## config.mk

```make
export PLATFORM = sky130hd
export DESIGN_NAME = llsc_monitor
export DESIGN_NICKNAME = d
export VERILOG_FILES = /design/src/rtl/llsc_pkg.sv /design/src/rtl/llsc_kill_match.sv /design/src/rtl/llsc_resv.sv /design/src/rtl/llsc_judge.sv /design/src/rtl/llsc_backoff.sv /design/src/rtl/llsc_monitor.sv
export SDC_FILE = /design/constraint.sdc
export NUM_CORES = 1
export LEC_CHECK = 0
export BUFFER_PORTS_ARGS = -buffer_cell sky130_fd_sc_hd__buf_2
export CORE_MARGIN = 2
export CORE_UTILIZATION = 23
export DETAILED_ROUTE_END_ITERATION = 8
export PLACE_DENSITY_LB_ADDON = 0.1
export SETUP_SLACK_MARGIN = 0.15
export SYNTH_ARGS = -nofsm -noshare
export SYNTH_HDL_FRONTEND = slang
export SYNTH_SLANG_ARGS = --single-unit
```

## constraint.sdc

```tcl
create_clock -name clk -period 2.8 [get_ports clk]
set_input_delay 0.14 -clock clk [delete_from_list [all_inputs] [get_ports clk]]
set_output_delay 0.14 -clock clk [all_outputs]
set_load 0.02 [all_outputs]
```

## src/rtl/llsc_pkg.sv

```systemverilog
package llsc_pkg;
    typedef enum logic {
        RSV_EMPTY = 1'b0,
        RSV_HELD  = 1'b1
    } resv_state_e;

    typedef enum logic {
        BO_READY = 1'b0,
        BO_HOLD  = 1'b1
    } bo_state_e;
endpackage

```

## src/rtl/llsc_kill_match.sv

```systemverilog
module llsc_kill_match #(
    parameter int BLK_W = 26
) (
    input  logic             held,
    input  logic [BLK_W-1:0] lock_blk,
    input  logic             inv_valid,
    input  logic [BLK_W-1:0] inv_blk,
    input  logic             repl_valid,
    input  logic [BLK_W-1:0] repl_blk,
    input  logic             ctx_switch,
    output logic             kill
);
    logic inv_hit;
    logic repl_hit;

    always_comb begin
        inv_hit  = inv_valid  && (inv_blk  == lock_blk);
        repl_hit = repl_valid && (repl_blk == lock_blk);
        kill     = ctx_switch || (held && (inv_hit || repl_hit));
    end
endmodule

```

## src/rtl/llsc_resv.sv

```systemverilog
module llsc_resv
    import llsc_pkg::*;
#(
    parameter int BLK_W = 26
) (
    input  logic             clk,
    input  logic             rst_n,
    input  logic             ll_req,
    input  logic [BLK_W-1:0] ll_blk,
    input  logic             sc_req,
    input  logic             kill,
    output logic             held,
    output logic [BLK_W-1:0] lock_blk
);
    resv_state_e      state_q, state_n;
    logic [BLK_W-1:0] blk_q, blk_n;

    always_ff @(posedge clk) begin
        if (!rst_n) begin
            state_q <= RSV_EMPTY;
            blk_q   <= '0;
        end else begin
            state_q <= state_n;
            blk_q   <= blk_n;
        end
    end

    always_comb begin
        state_n = state_q;
        blk_n   = blk_q;
        unique case (state_q)
            RSV_EMPTY: begin
                if (sc_req) begin
                    state_n = RSV_EMPTY;          // CONSUME
                end else if (ll_req) begin
                    state_n = RSV_HELD;           // LOAD
                    blk_n   = ll_blk;
                end
            end
            RSV_HELD: begin
                if (sc_req) begin
                    state_n = RSV_EMPTY;          // CONSUME
                end else if (ll_req) begin
                    state_n = RSV_HELD;           // LOAD (replace)
                    blk_n   = ll_blk;
                end else if (kill) begin
                    state_n = RSV_EMPTY;          // KILL
                end
            end
            default: state_n = RSV_EMPTY;
        endcase
    end

    always_comb begin
        held     = (state_q == RSV_HELD);
        lock_blk = blk_q;
    end

    assert_sc_consumes_R7: assert property (@(posedge clk) disable iff (!rst_n)
        sc_req |=> !held);
    assert_ll_loads_R1: assert property (@(posedge clk) disable iff (!rst_n)
        (ll_req && !sc_req) |=> (held && lock_blk == $past(ll_blk)));
    assert_kill_drops_R2: assert property (@(posedge clk) disable iff (!rst_n)
        (kill && !ll_req && !sc_req) |=> !held);
endmodule

```

## src/rtl/llsc_judge.sv

```systemverilog
module llsc_judge #(
    parameter int BLK_W = 26
) (
    input  logic             clk,
    input  logic             rst_n,
    input  logic             sc_req,
    input  logic [BLK_W-1:0] sc_blk,
    input  logic             held,
    input  logic [BLK_W-1:0] lock_blk,
    input  logic             kill,
    input  logic             hold,
    output logic             win_now,
    output logic             fail_now,
    output logic             sc_done,
    output logic             sc_ok,
    output logic             bus_wr_ok
);
    logic eligible;

    always_comb begin
        eligible = held && (sc_blk == lock_blk) && !kill && !hold;
        win_now  = sc_req && eligible;
        fail_now = sc_req && !eligible;
    end

    always_ff @(posedge clk) begin
        if (!rst_n) begin
            sc_done   <= 1'b0;
            sc_ok     <= 1'b0;
            bus_wr_ok <= 1'b0;
        end else begin
            sc_done   <= sc_req;
            sc_ok     <= win_now;
            bus_wr_ok <= sc_req && !fail_now;
        end
    end

    assert_no_write_unheld_R5: assert property (@(posedge clk) disable iff (!rst_n)
        (sc_req && !held) |=> !bus_wr_ok);
    assert_hold_blocks_R10: assert property (@(posedge clk) disable iff (!rst_n)
        (sc_req && hold) |=> (sc_done && !sc_ok));
    assert_kill_fails_R12: assert property (@(posedge clk) disable iff (!rst_n)
        (sc_req && kill) |=> !bus_wr_ok);
endmodule

```

## src/rtl/llsc_backoff.sv

```systemverilog
module llsc_backoff
    import llsc_pkg::*;
#(
    parameter int BO_MIN   = 2,
    parameter int BO_STEPS = 3
) (
    input  logic clk,
    input  logic rst_n,
    input  logic fail,
    input  logic succ,
    output logic hold
);
    localparam int BO_MAX = BO_MIN << BO_STEPS;
    localparam int DLY_W  = $clog2(BO_MAX + 1);
    localparam logic [DLY_W-1:0] MIN_V  = DLY_W'(BO_MIN);
    localparam logic [DLY_W-1:0] MAX_V  = DLY_W'(BO_MAX);
    localparam logic [DLY_W-1:0] HALF_V = DLY_W'(BO_MAX / 2);

    bo_state_e        state_q, state_n;
    logic [DLY_W-1:0] cnt_q, cnt_n;
    logic [DLY_W-1:0] dly_q, dly_n;

    always_ff @(posedge clk) begin
        if (!rst_n) begin
            state_q <= BO_READY;
            cnt_q   <= '0;
            dly_q   <= MIN_V;
        end else begin
            state_q <= state_n;
            cnt_q   <= cnt_n;
            dly_q   <= dly_n;
        end
    end

    always_comb begin
        state_n = state_q;
        cnt_n   = cnt_q;
        dly_n   = dly_q;
        unique case (state_q)
            BO_READY: ;
            BO_HOLD: begin
                cnt_n = cnt_q - 1'b1;             // DRAIN
                if (cnt_q == 1) begin
                    state_n = BO_READY;           // RELEASE
                end
            end
            default: state_n = BO_READY;
        endcase
        if (fail) begin
            state_n = BO_HOLD;                    // ARM
            cnt_n   = dly_q;
            dly_n   = (dly_q >= HALF_V) ? MAX_V : (dly_q << 1);
        end else if (succ) begin
            dly_n = MIN_V;
        end
    end

    always_comb begin
        hold = (state_q == BO_HOLD);
    end

    assert_fail_arms_R8: assert property (@(posedge clk) disable iff (!rst_n)
        fail |=> (hold && cnt_q == $past(dly_q)));
    assert_delay_range_R8: assert property (@(posedge clk) disable iff (!rst_n)
        (dly_q >= MIN_V) && (dly_q <= MAX_V));
    assert_hold_count_R8: assert property (@(posedge clk) disable iff (!rst_n)
        hold |-> (cnt_q != 0));
    assert_success_resets_R9: assert property (@(posedge clk) disable iff (!rst_n)
        succ |=> (dly_q == MIN_V));
endmodule

```

## src/rtl/llsc_monitor.sv

```systemverilog
module llsc_monitor #(
    parameter int BLK_W    = 26,
    parameter int BO_MIN   = 2,
    parameter int BO_STEPS = 3
) (
    input  logic             clk,
    input  logic             rst_n,
    input  logic             ll_valid,
    input  logic [BLK_W-1:0] ll_blk,
    input  logic             sc_valid,
    input  logic [BLK_W-1:0] sc_blk,
    input  logic             inv_valid,
    input  logic [BLK_W-1:0] inv_blk,
    input  logic             repl_valid,
    input  logic [BLK_W-1:0] repl_blk,
    input  logic             ctx_switch,
    output logic             sc_done,
    output logic             sc_ok,
    output logic             bus_wr_ok,
    output logic             retry_hold
);
    logic             held;
    logic [BLK_W-1:0] lock_blk;
    logic             kill;
    logic             win_now;
    logic             fail_now;

    llsc_kill_match #(.BLK_W(BLK_W)) u_kill (
        .held       (held),
        .lock_blk   (lock_blk),
        .inv_valid  (inv_valid),
        .inv_blk    (inv_blk),
        .repl_valid (repl_valid),
        .repl_blk   (repl_blk),
        .ctx_switch (ctx_switch),
        .kill       (kill)
    );

    llsc_resv #(.BLK_W(BLK_W)) u_resv (
        .clk      (clk),
        .rst_n    (rst_n),
        .ll_req   (ll_valid),
        .ll_blk   (ll_blk),
        .sc_req   (sc_valid),
        .kill     (kill),
        .held     (held),
        .lock_blk (lock_blk)
    );

    llsc_judge #(.BLK_W(BLK_W)) u_judge (
        .clk       (clk),
        .rst_n     (rst_n),
        .sc_req    (sc_valid),
        .sc_blk    (sc_blk),
        .held      (held),
        .lock_blk  (lock_blk),
        .kill      (kill),
        .hold      (retry_hold),
        .win_now   (win_now),
        .fail_now  (fail_now),
        .sc_done   (sc_done),
        .sc_ok     (sc_ok),
        .bus_wr_ok (bus_wr_ok)
    );

    llsc_backoff #(.BO_MIN(BO_MIN), .BO_STEPS(BO_STEPS)) u_backoff (
        .clk   (clk),
        .rst_n (rst_n),
        .fail  (fail_now),
        .succ  (win_now),
        .hold  (retry_hold)
    );

    assert_write_needs_resv_R4: assert property (@(posedge clk) disable iff (!rst_n)
        bus_wr_ok |-> $past(held));
    assert_write_implies_ok_R5: assert property (@(posedge clk) disable iff (!rst_n)
        bus_wr_ok |-> (sc_ok && sc_done));
    assert_fail_holds_R8: assert property (@(posedge clk) disable iff (!rst_n)
        (sc_done && !sc_ok) |-> retry_hold);
endmodule

```

==> impl_metrics.env <==
export IMPL_status="complete, no violations"
export IMPL_clk_path_buf_depth=2
export IMPL_synth_top_cell_area_share_pct=32.4
export IMPL_ir_drop_v=0.000178
export IMPL_grt_pass1_wl_um=13100
export IMPL_coreArea_um2=10200
export IMPL_yosysUniqueCellTypes=33
export IMPL_grt_max_degree=39
export IMPL_overflow=0
export IMPL_switchingPower_mw=0.378
export IMPL_fp_row_count=37
export IMPL_synth_seq_cells=39
export IMPL_drt_iter0_markers=56
export IMPL_slew_headroom_pct=53.9
export IMPL_setup_tns_ps=0
export IMPL_die_h_um=106
export IMPL_critPathMaxStageDelay_ps=600
export IMPL_tightest_slew_ps=692
export IMPL_clock_sinks=39
export IMPL_cts_hold_buf=0
export IMPL_cpMaxStageDelayCell="or4_4"
export IMPL_antenna_found_initial=0
export IMPL_detail_route_antenna_nets=0
export IMPL_synth_area_um2=2410
export IMPL_path_cells="xor2_1 -> nor4_1 -> nand4_1 -> or4_4 -> o21ai_4 -> nand2_1 -> o211a_1"
export IMPL_cp_required_ps=2990
export IMPL_p_clk_share_pct=30.6
export IMPL_r2r_cells=7
export IMPL_drive_gt1_share_pct=32.2
export IMPL_fmax_mhz=423
export IMPL_drc=0
export IMPL_syn_to_final_growth_pct=33.1
export IMPL_cts_clk_slew_worst_paths_ps=80
export IMPL_cts_root_buf="clkbuf_8"
export IMPL_power_frac_seq_pct=47.5
export IMPL_dpl_instance_area_um2=3120
export IMPL_final_common_cell="buf_2"
export IMPL_grt_pass1_vias=2476
export IMPL_synth_area_leader_cell="dfxtp_1"
export IMPL_port_buffers=114
export IMPL_fin_area_um2=3210
export IMPL_synth_nets=397
export IMPL_wire_per_inst_um=15.7
export IMPL_final_min_clock_period_ps=2370
export IMPL_startpoint_type="flop"
export IMPL_fin_crit_sh_pct=84.5
export IMPL_worstReg2RegStart="u_resv.lock_blk[7]"
export IMPL_die_x_um=106
export IMPL_crit_path_end_kind="flop"
export IMPL_power_density_nw_per_um2=408
export IMPL_dr_pass1_iters=4
export IMPL_synth_area_leaders="dfxtp_1 (32%), xnor2_1 (21%), nand2_1 (9.7%)"
export IMPL_crit_type="flop to flop"
export IMPL_cts_tree="done"
export IMPL_wirelength_um=8330
export IMPL_final_max_slew_viol_count=0
export IMPL_dr_total_vias=2282
export IMPL_fin_util_pct=31.3
export IMPL_cts_buffers=5
export IMPL_syn_instance_count=284
export IMPL_ios=115
export IMPL_combPwrFrac_pct=21.8
export IMPL_vias_per_cell=4.30
export IMPL_postSynthAreaPerCell_um2=8.49
export IMPL_hpwl_um=6780
export IMPL_hold_viol_final=0
export IMPL_hp_class="primary input to flop"
export IMPL_synth_warnings=0
export IMPL_critPathLaunch="u_resv.lock_blk[7]"
export IMPL_final_cell_mix="buf_2 (114), nand2_1 (62), xnor2_1 (57)"
export IMPL_cts_setup_buffers=0
export IMPL_skew_ps=4.43
export IMPL_antenna_cells=0
export IMPL_p_int_mw=0.932
export IMPL_crit_fanout=10
export IMPL_globalplace_congestion=0.773
export IMPL_holdPathStages=3
export IMPL_swShare_pct=28.9
export IMPL_ctsResizeCount=0
export IMPL_design_die_area_um2=11300
export IMPL_drv_cap=0
export IMPL_hp_start="ll_blk[21]"
export IMPL_nNetsFinal=508
export IMPL_rsz0062_at_grt="false"
export IMPL_start_util_pct=23.6
export IMPL_setup_viol=0
export IMPL_ys_seq_area_share_pct=32.4
export IMPL_cellLeakagePower_nw=1.35
export IMPL_clk_latency_ps=290
export IMPL_cts_max_level=2
export IMPL_track_usage_pct=15.3
export IMPL_arrival_ps=2560
-- synthesized netlist by cell type --
library cell and n:
nand2_1 62, xnor2_1 57, dfxtp_1 39, a21boi_0 27
xor2_1 25, nand4_1 13, clkbuf_1 11, nor4_1 10
inv_1 4, o211a_1 4, nand3_1 3, nor2b_1 3
nor3_1 3, ha_1 2, nor2_1 2, o21a_1 2
a21o_1 1, a21oi_1 1, a22o_1 1, and2_1 1
and3_1 1, buf_4 1, nand2b_1 1, nor3b_1 1
nor4b_1 1, nor4bb_1 1, o2111ai_1 1, o21ai_1 1
o21ai_4 1, o31ai_1 1, o41ai_1 1, or3_2 1
or4_4 1
-- layer usage --
metal / track usage [%] / routed length (um) / vias up
li1: - / - / 1176
met1: 18.8 / 3640 / 1041
met2: 27.2 / 4200 / 59
met3: 3.80 / 424 / 6
met4: 2.82 / 62 / 0
met5: 0 / 0 / -
-- critical path, delay by kind of cell, from the launching register on --
kind,cells,cell delay (ps)
compound gates,2,400
xor+xnor,1,170
flops,1,370
simple gates,4,1310
-- layout make-up --
class / instances / area, um2
multi-input cells: 229 / 1570
clock buffers: 6 / 82.6
flip-flops and latches: 39 / 781
clock inverters: 1 / 5.00
well taps: 136 / 170
inverters: 4 / 15.0
repair buffers: 116 / 586
fillers: 1143 / 7020
-- worst paths after layout --
kind,endpoint,slack (ps)
hold / removal,u_resv.lock_blk[21],90
setup reg to reg,u_backoff.cnt_q[2],430
setup / recovery,u_backoff.cnt_q[2],430
hold reg to reg,u_backoff.cnt_q[1],490
-- per-stage QoR --
| step | std cells | hold WS, ps | power, mW | setup WS (ps) |
|---|---|---|---|---|
| 5_1_grt | 531 | 89.7 | 1.39 | 250 |
| 4_1_cts | 531 | 84.7 | 1.34 | 399 |
| 3_3_place_gp | 524 | 396 | 0.929 | 508 |
| 2_1_floorplan | 284 | 282 | 0.785 | 776 |
| 6_report | 531 | 91.1 | 1.31 | 434 |
| 3_5_place_dp | 524 | 402 | 0.928 | 415 |
-- logic make-up after synthesis --
family          count (synthesis)  share of synthesized area, %
buf+inv                        16                          2.65
compound gates                 41                          13.5
simple gates                  104                          20.6
xor+xnor                       82                          29.8
flops                          39                          32.4
fa+ha+maj                       2                          1.04
-- power by group through the flow --
stage / clock, mW / sequential (mW) / combinational, mW
after floorplan: 0 / 0.625 / 0.160
after global placement: 0 / 0.637 / 0.292
after detailed placement: 0 / 0.637 / 0.291
after CTS: 0.418 / 0.624 / 0.293
after global routing: 0.443 / 0.628 / 0.320
final: 0.401 / 0.623 / 0.286
-- flip-flops by register name, summed over array words and instances (netlist names) --
| signal | flops |
|---|---|
| u_judge.bus_wr_ok | 1 |
| u_backoff.dly_q | 4 |
| u_backoff.hold | 1 |
| u_resv.held | 1 |
| u_resv.lock_blk | 26 |
| u_backoff.cnt_q | 5 |
| u_judge.sc_done | 1 |
Power figures use the tool's default switching activity.
